<file path="src/rtl/id_crc8_result.sv">
module id_crc8_result #(
  parameter int unsigned W = 8,
  parameter logic [W-1:0] INIT = 8'hFF
) (
  input  logic         clk,
  input  logic         rst_n,
  input  logic         end_beat,
  input  logic [W-1:0] final_crc,
  input  logic [W-1:0] expected,
  output logic [W-1:0] res_q,
  output logic         match_q,
  output logic         done_q
);
  always_ff @(posedge clk or negedge rst_n) begin
    if (!rst_n) begin
      res_q   <= INIT;
      match_q <= 1'b0;
      done_q  <= 1'b0;
    end else begin
      done_q <= end_beat;
      if (end_beat) begin
        res_q   <= final_crc;
        match_q <= (final_crc == expected);
      end
    end
  end
endmodule

</file>
<file path="config.mk">
export PLATFORM = sky130hd
export DESIGN_NAME = id_crc8_result
export DESIGN_NICKNAME = d
export VERILOG_FILES = /design/src/rtl/id_crc8_result.sv
export SDC_FILE = /design/constraint.sdc
export NUM_CORES = 1
export LEC_CHECK = 0
export ABC_AREA = 1
export BUFFER_PORTS_ARGS = -buffer_cell sky130_fd_sc_hd__buf_2
export CORE_MARGIN = 2
export CORE_UTILIZATION = 30
export DETAILED_ROUTE_END_ITERATION = 10
export HOLD_SLACK_MARGIN = 0.02
export PLACE_DENSITY = 0.64
export SYNTH_ARGS = -nofsm -noshare
export SYNTH_HDL_FRONTEND = slang
export SYNTH_SLANG_ARGS = --single-unit
</file>
<file path="constraint.sdc">
create_clock -name clk -period 0.9 [get_ports clk]
set_input_delay 0.18 -clock clk [delete_from_list [all_inputs] [get_ports clk]]
set_output_delay 0.18 -clock clk [all_outputs]
set_load 0.01 [all_outputs]
</file>
==> results of run 1 <==
==> kinds of logic (layout without fill, tap and decap cells) <==
group,after synthesis,after routing,synth area share
AO/OA/AOI/OAI,7,7,0.0767
XOR/XNOR,2,2,0.0347
buffers and inverters,14,48,0.106
flip-flops,10,10,0.515
AND/OR/NAND/NOR,34,34,0.267
==> state kept, by name, indices dropped and copies added (netlist names) <==
name     flops
done_q       1
match_q      1
res_q        8
==> path summary, 6_finish.rpt <==
kind	depth (start not counted)	start	to	slack [ps]
min in group asynchronous	2	rst_n	done_q$_DFF_PN0_	300
max reg2reg	2	res_q[7]$_DFFE_PN1P_	res_q[7]$_DFFE_PN1P_	160
min reg2reg	2	res_q[6]$_DFFE_PN1P_	res_q[6]$_DFFE_PN1P_	470
max in group asynchronous	2	rst_n	res_q[6]$_DFFE_PN1P_	350
max	1	res_q[7]$_DFFE_PN1P_	res_q[7]	-190
min	1	end_beat	done_q$_DFF_PN0_	70
==> final cells by class <==
| class | instances | area (um^2) |
|---|---|---|
| repair buffers | 31 | 215 |
| fillers | 156 | 769 |
| flip-flops and latches | 10 | 260 |
| clock buffers | 4 | 36.3 |
| multi-input cells | 43 | 191 |
| well taps | 16 | 20.0 |
| inverters | 13 | 48.8 |
==> where the power goes <==
| part | total, mW | internal, mW | switching (mW) |
|---|---|---|---|
| registers | 0.532 | 0.509 | 0.0229 |
| logic | 0.239 | 0.129 | 0.110 |
| clock network | 0.406 | 0.246 | 0.160 |
| total | 1.18 | 0.884 | 0.293 |
==> through the flow <==
stage | hold slack [ps] | std cells | setup WS (ps) | TNS, ps | power [mW]
2_1_floorplan | -116 | 67 | 183 | 0 | 0.627
3_3_place_gp | 46.6 | 111 | 72.7 | 0 | 0.729
3_5_place_dp | 54.2 | 111 | 59.3 | 0 | 0.733
4_1_cts | 69.4 | 116 | -202 | -1640 | 1.19
5_1_grt | 68.0 | 117 | -220 | -1870 | 1.25
6_report | 70.4 | 117 | -189 | -1540 | 1.18
==> what timing repair did <==
| item | 4_1_cts | 5_1_grt |
|---|---|---|
| buffers inserted | 0 | 1 |
| cloned | 0 | 0 |
| hold buffers | 1 | 0 |
| pin swaps | 0 | 0 |
| gates resized for setup | 8 | 0 |
| endpoints found under the hold margin | 10 | 0 |
| setup endpoints to repair | 10 | 10 |
==> per-layer routing <==
layer / share of wire / up-vias / wire length (um) / GRT usage
li1: - / 266 / - / -
met1: 0.45 / 219 / 497 / 0.136
met2: 0.46 / 21 / 514 / 0.226
met3: 0.077 / 2 / 85 / 0.0360
met4: 0.011 / 0 / 12 / 0.0706
met5: 0 / - / 0 / 0
==> synthesized netlist by cell type (all sizes together) <==
master / count / share of area
a21oi: 1 / 0.017
buf: 1 / 0.0099
dfrtp: 2 / 0.099
dfstp: 8 / 0.42
inv: 13 / 0.097
nand2: 28 / 0.21
nand3: 2 / 0.020
nand4: 1 / 0.012
nor2: 2 / 0.015
o21ai: 6 / 0.059
or2: 1 / 0.012
xnor2: 2 / 0.035
==> metrics.cfg, run 1 <==
[detailed_routing]
ant_nets = 0
vias = 508
drtIter0Drc = 6
wire_per_inst_um = 9.48
routed_via_density = 4.34
postRouteWirelength_mm = 1.11
first_pass_iters = 4
drcViolationCount = 0

[logic_synthesis]
synth-seq-cells = 10
syn-cell-area_um2 = 505
avgSynthCellArea_um2 = 7.54
ys_types = 13
yosys_warnings = 0
yosysSeqAreaShare = 0.515
syn_inst = 67
synth_nets = 86

[floorplanning]
die-area_mm2 = 0.00203
coreArea_mm2 = 0.00154
start_util = 0.328
ioPinCount = 29
rows = 14
die_w_um = 45.1
die_y_um = 45.1

[final_layout]
final_cell_mix = nand2_1, buf_2, inv_1, buf_6, dfstp_2
final_util = 0.501
postLayoutCellArea_um2 = 772
synthToLayoutAreaGrowth_pct = 52.7
antenna_cells = 0
fin_nets = 121
drive_above_1_share = 0.436
layout.cells.most_common = nand2_1

[global_routing]
grt_pass1_wl_mm = 1.83
gr-total-overflow = 0
grt_max_degree = 16
antenna_found_initial = 0
grt_usage = 0.128
grt_pass1_vias = 480

[critical_path]
end_kind = primary output
worstSetupPathType = flop to primary output
crit_family = flip-flops
slowest_delay_ps = 550
cpMaxStageDelayCell = dfstp_2
startpoint_type = flop
crit_buf_inv = 1
cp_max_fo = 2
arrival_ps = 910
cp.required_ps = 720
crit_path_cell_trace = buf_6

[sta]
rsz0062_at_grt = true
drv_slew = 0
period_share = 1.21
max-slew-margin-rel = 0.853
hold_viol_final = 0
tightest_slew_ps = 220
setup_viol = 10
layout_setup_ws_ps = -189
max_freq_mhz = 918
fin_crit_ps = 1090
skew_ps = 0

[pwr]
peakVddDrop_uv = 597
power_density_mw_per_mm2 = 1520
static-leakage-power_nw = 0.436

[clocking]
cts.sinks = 10
clk_path_buf_depth = 2
insertion_delay_ps = 260
cts_tree = built
clockRootBuffer = clkbuf_4
clk_transition_reported_paths_ps = 70
numCtsBuffers = 3
cts_max_level = 1

[run_status]
outcome = finished with violations
violations = negative setup slack

[placed_design]
hpwlAfterDp_um = 864
globalplace.congestion = 0.707
placed_cell_area_um2 = 668
portBuffers = 28

[flow_run]
maxCapViolCount = 0

[worst_hold_path]
hold_path_class = input pin to flop

(Power assumes the default switching activity.)
==> run 2: changes to the inputs <==
Settings changed: CORE_ASPECT_RATIO set to 1.1.
==> run 2 against run 1 <==
Net effect:
- the flow still finishes with violations (negative setup slack)
- critical path depth unchanged
- global-route usage down 0.29 points
- clock power down 3%
- die area unchanged
- register-to-register slack about the same
- maximum frequency up 0.56%
- cell count up 0.85%
==> metrics.cfg, run 2 (same netlist as run 1, synthesis figures left out) <==
[detailed_routing]
route.met3.wl_um = 87  ; was 85 um
routed_via_density = 4.29  ; was 4.34
postRouteWirelength_mm = 1.12  ; was 1.11 mm
met2_length_um = 533  ; was 514 um
wirelength_met1_um = 477  ; was 497 um
vias = 506  ; was 508
drcViolationCount = 0  ; unchanged
drtIter0Drc = 9  ; was 6
first_pass_iters = 4  ; unchanged
ant_nets = 0  ; unchanged
top_layer = met4  ; unchanged
wire_per_inst_um = 9.46  ; was 9.48 um

[clocking]
insertion_delay_ps = 260  ; about the same
cts.sinks = 10  ; unchanged
numCtsBuffers = 3  ; unchanged
cts_tree = built  ; unchanged
cts_max_level = 1  ; unchanged
clk_transition_reported_paths_ps = 60  ; was 70 ps
clk_path_buf_depth = 2  ; unchanged
clockRootBuffer = clkbuf_4  ; unchanged

[placed_design]
hpwlAfterDp_um = 852  ; was 864 um
dp_cells = 112  ; was 111
portBuffers = 28  ; unchanged
dp_slack_ps = 73.9  ; was 59.3 ps
placed_cell_area_um2 = 669  ; was 668 um^2
globalplace.congestion = 0.682  ; was 0.707

[final_layout]
multiInputGateArea_um2 = 191  ; unchanged
final_cell_mix = nand2_1, buf_2, inv_1, buf_6, dfstp_2  ; unchanged
regArea_um2 = 260  ; unchanged
layout.cells.most_common = nand2_1  ; unchanged
largest_register_ffs = 8  ; unchanged
postLayoutCellArea_um2 = 773  ; was 772 um^2
fin_nets = 121  ; unchanged
fin_cells = 118  ; was 117
largest_register = res_q  ; unchanged
reg.largest.list = res_q x8, done_q x1, match_q x1  ; unchanged
fill_cells = 159  ; was 156
antenna_cells = 0  ; unchanged
drive_above_1_share = 0.436  ; unchanged
synthToLayoutAreaGrowth_pct = 53.0  ; was 52.7%
final_util = 0.490  ; was 0.501

[sta]
skew_ps = 0  ; unchanged
period_share = 1.20  ; was 1.21
fin_crit_ps = 1080  ; was 1090 ps
hold_slack_ps = 78.8  ; was 70.4 ps
max-slew-margin-rel = 0.851  ; was 0.853
drv_slew = 0  ; unchanged
rsz0062_at_grt = true  ; unchanged
tightest_slew_ps = 223  ; was 220 ps
setup_viol = 10  ; unchanged
layout_setup_ws_ps = -183  ; was -189 ps
hold_viol_final = 0  ; unchanged
max_freq_mhz = 923  ; was 918 MHz
finalSetupTns_ps = -1510  ; was -1540 ps

[global_routing]
grt_pass1_vias = 470  ; was 480
gr-total-overflow = 0  ; unchanged
grt_usage = 0.125  ; was 0.128
grt_pass1_wl_mm = 1.84  ; was 1.83 mm
grt_max_degree = 16  ; unchanged
antenna_found_initial = 0  ; unchanged

[critical_path]
crit_path_cell_trace = buf_6  ; unchanged
startpoint_type = flop  ; unchanged
end_kind = primary output  ; unchanged
crit_buf_inv = 1  ; unchanged
arrival_ps = 900  ; was 910 ps
cp_max_fo = 2  ; unchanged
slowest_delay_ps = 540  ; was 550 ps
cpMaxStageDelayCell = dfstp_2  ; unchanged
crit_family = flip-flops  ; unchanged
worstSetupPathType = flop to primary output  ; unchanged
cp.required_ps = 720  ; about the same

[pwr]
power_mw = 1.17  ; was 1.18 mW
internal-power_mw = 0.884  ; about the same
p_sw_mw = 0.282  ; was 0.293 mW
comb_power_share = 0.205  ; was 0.203
p_clk_frac = 0.339  ; was 0.345
peakVddDrop_uv = 454  ; was 597 uV
p_sw_frac = 0.242  ; was 0.249
static-leakage-power_nw = 0.436  ; unchanged
seq_power_share = 0.456  ; was 0.452
power_density_mw_per_mm2 = 1510  ; was 1520 mW/mm^2

[worst_hold_path]
hold_path_class = input pin to flop  ; unchanged

[run_status]
outcome = finished with violations  ; unchanged
violations = negative setup slack  ; unchanged

[floorplanning]
coreArea_mm2 = 0.00158  ; was 0.00154 mm^2
ioPinCount = 29  ; unchanged
die_y_um = 47.1  ; was 45.1 um
die_w_um = 43.1  ; was 45.1 um
die-area_mm2 = 0.00203  ; unchanged
start_util = 0.321  ; was 0.328
rows = 15  ; was 14

[flow_run]
maxCapViolCount = 0  ; unchanged

==> run 2: cell counts in the layout (fill, tap and decap cells not counted) <==
No cell type changed its count.
==> run 2: repair_timing <==
action                                  4_1_cts  5_1_grt
gates resized for setup                       8        0
endpoints found under the setup margin       10       10
hold endpoints to repair                     10        0
buffers inserted                              0        1
hold buffers                                  1        0
==> run 2: path summary, 6_finish.rpt <==
path	cells after the start	slack, ps	from	to
worst max-delay path	1	-180	res_q[2]$_DFFE_PN1P_	res_q[2]
worst min-delay path	1	80	end_beat	done_q$_DFF_PN0_
worst max register to register	2	170	res_q[0]$_DFFE_PN1P_	res_q[0]$_DFFE_PN1P_
worst min register to register	2	470	res_q[6]$_DFFE_PN1P_	res_q[6]$_DFFE_PN1P_
max in group asynchronous	2	330	rst_n	res_q[3]$_DFFE_PN1P_
min in group asynchronous	2	310	rst_n	done_q$_DFF_PN0_
==> run 2: layout make-up <==
type / instances / share of cell area
Tap cell: 17 / 0.0275
Sequential cell: 10 / 0.337
Timing Repair Buffer: 31 / 0.278
Clock buffer: 4 / 0.0469
Inverter: 13 / 0.0631
Multi-Input combinational cell: 43 / 0.248
==> run 2: power groups by stage <==
stage	sequential, mW	combinational, mW	clock, mW
6_report	0.531	0.239	0.395
5_1_grt	0.537	0.268	0.421
4_1_cts	0.532	0.241	0.414
3_5_place_dp	0.530	0.202	0
3_3_place_gp	0.529	0.199	0
2_1_floorplan	0.551	0.0765	0
==> run 2: routing by layer <==
metal  vias to the layer above  GRT usage
met5                         -          0
met4                         0     0.0909
met3                         2     0.0115
met2                        23      0.224
met1                       215      0.142
li1                        266          -
==> run 3: changes to the inputs <==
Settings changed: CORE_AREA set to 2 2 39 41, CORE_ASPECT_RATIO 1.1 to not set, CORE_MARGIN 2 to not set, CORE_UTILIZATION 30 to not set, DIE_AREA set to 0 0 41 43, PLACE_DENSITY 0.64 to 0.77.
==> run 3 against run 2 <==
Net effect:
- the run still ends with negative setup slack left
- flip-flop and latch count is the same
- global-route usage grew 3.0 points
- cell area shrank 0.16%
- worst hold slack gained 1.6 ps
- clock power grew 1%
- critical endpoint is now res_q[0]
==> metrics.cfg, run 3 (same netlist as run 1, synthesis figures left out) <==
[sta]
rsz0062_at_grt = true  ; unchanged
period_share = 1.21  ; was 1.20
drv_slew = 0  ; unchanged
layout_setup_ws_ps = -190  ; was -183 ps
max-slew-margin-rel = 0.866  ; was 0.851
fin_crit_ps = 1090  ; was 1080 ps
skew_ps = 0  ; unchanged
setup_viol = 10  ; unchanged
finalSetupTns_ps = -1530  ; was -1510 ps
tightest_slew_ps = 200  ; was 223 ps
hold_viol_final = 0  ; unchanged
max_freq_mhz = 918  ; was 923 MHz
hold_slack_ps = 80.4  ; was 78.8 ps

[floorplanning]
die-area_mm2 = 0.00176  ; was 0.00203 mm^2
start_util = 0.365  ; was 0.321
ioPinCount = 29  ; unchanged
coreArea_mm2 = 0.00138  ; was 0.00158 mm^2
die_w_um = 41  ; was 43.1 um
rows = 14  ; was 15
die_y_um = 43  ; was 47.1 um

[detailed_routing]
drtIter0Drc = 4  ; was 9
top_layer = met4  ; unchanged
drcViolationCount = 0  ; unchanged
first_pass_iters = 4  ; unchanged
met2_length_um = 592  ; was 533 um
postRouteWirelength_mm = 1.16  ; was 1.12 mm
vias = 506  ; unchanged
ant_nets = 0  ; unchanged
wire_per_inst_um = 9.94  ; was 9.46 um
wirelength_met1_um = 455  ; was 477 um
route.met3.wl_um = 94  ; was 87 um
routed_via_density = 4.32  ; was 4.29

[clocking]
clockRootBuffer = clkbuf_4  ; unchanged
numCtsBuffers = 3  ; unchanged
clk_transition_reported_paths_ps = 60  ; about the same
insertion_delay_ps = 260  ; about the same
cts_max_level = 1  ; unchanged
cts.sinks = 10  ; unchanged
clk_path_buf_depth = 2  ; unchanged
cts_tree = built  ; unchanged

[critical_path]
reg2reg_from = res_q[0]$_DFFE_PN1P_  ; unchanged
worstSetupPathType = flop to primary output  ; unchanged
slowest_delay_ps = 550  ; was 540 ps
cp.required_ps = 720  ; about the same
cp_max_fo = 2  ; unchanged
rrSetupSlack_ps = 120  ; was 170 ps
startpoint_type = flop  ; unchanged
crit_family = flip-flops  ; unchanged
reg2regPathDepth = 2  ; unchanged
cpMaxStageDelayCell = dfstp_2  ; unchanged
arrival_ps = 910  ; was 900 ps
end_kind = primary output  ; unchanged
crit_path_cell_trace = buf_6  ; unchanged
r2r_end = res_q[0]$_DFFE_PN1P_  ; unchanged
crit_buf_inv = 1  ; unchanged

[final_layout]
final_cell_mix = nand2_1, buf_2, inv_1, buf_6, dfstp_2  ; unchanged
fin_nets = 121  ; unchanged
final_util = 0.558  ; was 0.490
antenna_cells = 0  ; unchanged
largest_register = res_q  ; unchanged
drive_above_1_share = 0.436  ; unchanged
largest_register_ffs = 8  ; unchanged
fill_cells = 139  ; was 159
layout.cells.most_common = nand2_1  ; unchanged
postLayoutCellArea_um2 = 772  ; was 773 um^2
regArea_um2 = 260  ; unchanged
reg.largest.list = res_q x8, done_q x1, match_q x1  ; unchanged
multiInputGateArea_um2 = 191  ; unchanged
fin_cells = 117  ; was 118
synthToLayoutAreaGrowth_pct = 52.7  ; was 53.0%

[worst_hold_path]
hp-start = end_beat  ; unchanged
whs_path_depth = 1  ; unchanged
holdPathEnd = done_q$_DFF_PN0_  ; unchanged
hold_path_class = input pin to flop  ; unchanged

[placed_design]
globalplace.congestion = 0.701  ; was 0.682
dp_cells = 111  ; was 112
portBuffers = 28  ; unchanged
hpwlAfterDp_um = 856  ; was 852 um
placed_cell_area_um2 = 668  ; was 669 um^2

[global_routing]
antenna_found_initial = 0  ; unchanged
gr-total-overflow = 0  ; unchanged
grt_usage = 0.155  ; was 0.125
grt_pass1_vias = 445  ; was 470
grt_max_degree = 16  ; unchanged
grt_pass1_wl_mm = 1.73  ; was 1.84 mm

[pwr]
internal-power_mw = 0.884  ; about the same
comb_power_share = 0.206  ; was 0.205
p_sw_frac = 0.246  ; was 0.242
power_density_mw_per_mm2 = 1520  ; was 1510 mW/mm^2
static-leakage-power_nw = 0.436  ; unchanged
p_sw_mw = 0.289  ; was 0.282 mW
seq_power_share = 0.454  ; was 0.456
p_clk_frac = 0.340  ; was 0.339
peakVddDrop_uv = 510  ; was 454 uV

[flow_run]
maxCapViolCount = 0  ; unchanged

[run_status]
violations = negative setup slack  ; unchanged
outcome = finished with violations  ; unchanged

run 3: repair_timing:
action / CTS / global route
setup buffers: 1 / 0
gates resized for setup: 8 / 0
setup endpoints to repair: 10 / 10
endpoints found under the hold margin: 10 / 0
hold buffers: 1 / 0
run 3: worst max path at each step:
| stage | from | endpoint | depth (start not counted) |
|---|---|---|---|
| after floorplan | res_q[5]$_DFFE_PN1P_ | res_q[5]$_DFFE_PN1P_ | 2 |
| after global placement | expected[4] | match_q$_DFFE_PN0P_ | 6 |
| after detailed placement | end_beat | res_q[0]$_DFFE_PN1P_ | 4 |
| after CTS | res_q[0]$_DFFE_PN1P_ | res_q[0] | 1 |
| after global routing | res_q[7]$_DFFE_PN1P_ | res_q[7] | 1 |
| final | res_q[0]$_DFFE_PN1P_ | res_q[0] | 1 |
run 3: area by class of cell:
class,instances,area share
sequential,10,0.337
timing repair buffer,31,0.279
multi-input combinational,43,0.248
inverter,13,0.0632
clock buffer,4,0.0470
tap,16,0.0259
run 3: power by group through the flow:
stage | clock network [mW] | registers [mW] | logic [mW]
global route | 0.421 | 0.536 | 0.273
global placement | 0 | 0.529 | 0.197
detailed placement | 0 | 0.531 | 0.202
finish | 0.399 | 0.533 | 0.241
floorplan | 0 | 0.551 | 0.0765
CTS | 0.411 | 0.533 | 0.245
run 3: per-stage QoR:
stage,setup WS (ps),total power [mW]
5_1_grt,-213,1.23
3_5_place_dp,57.0,0.733
3_3_place_gp,89.1,0.726
4_1_cts,-206,1.19
6_report,-190,1.17
2_1_floorplan,183,0.627
run 3: metal layers:
layer / up-vias / global-route usage
li1: 267 / -
met1: 214 / 0.155
met2: 21 / 0.256
met3: 4 / 0.0314
met4: 0 / 0.120
met5: - / 0
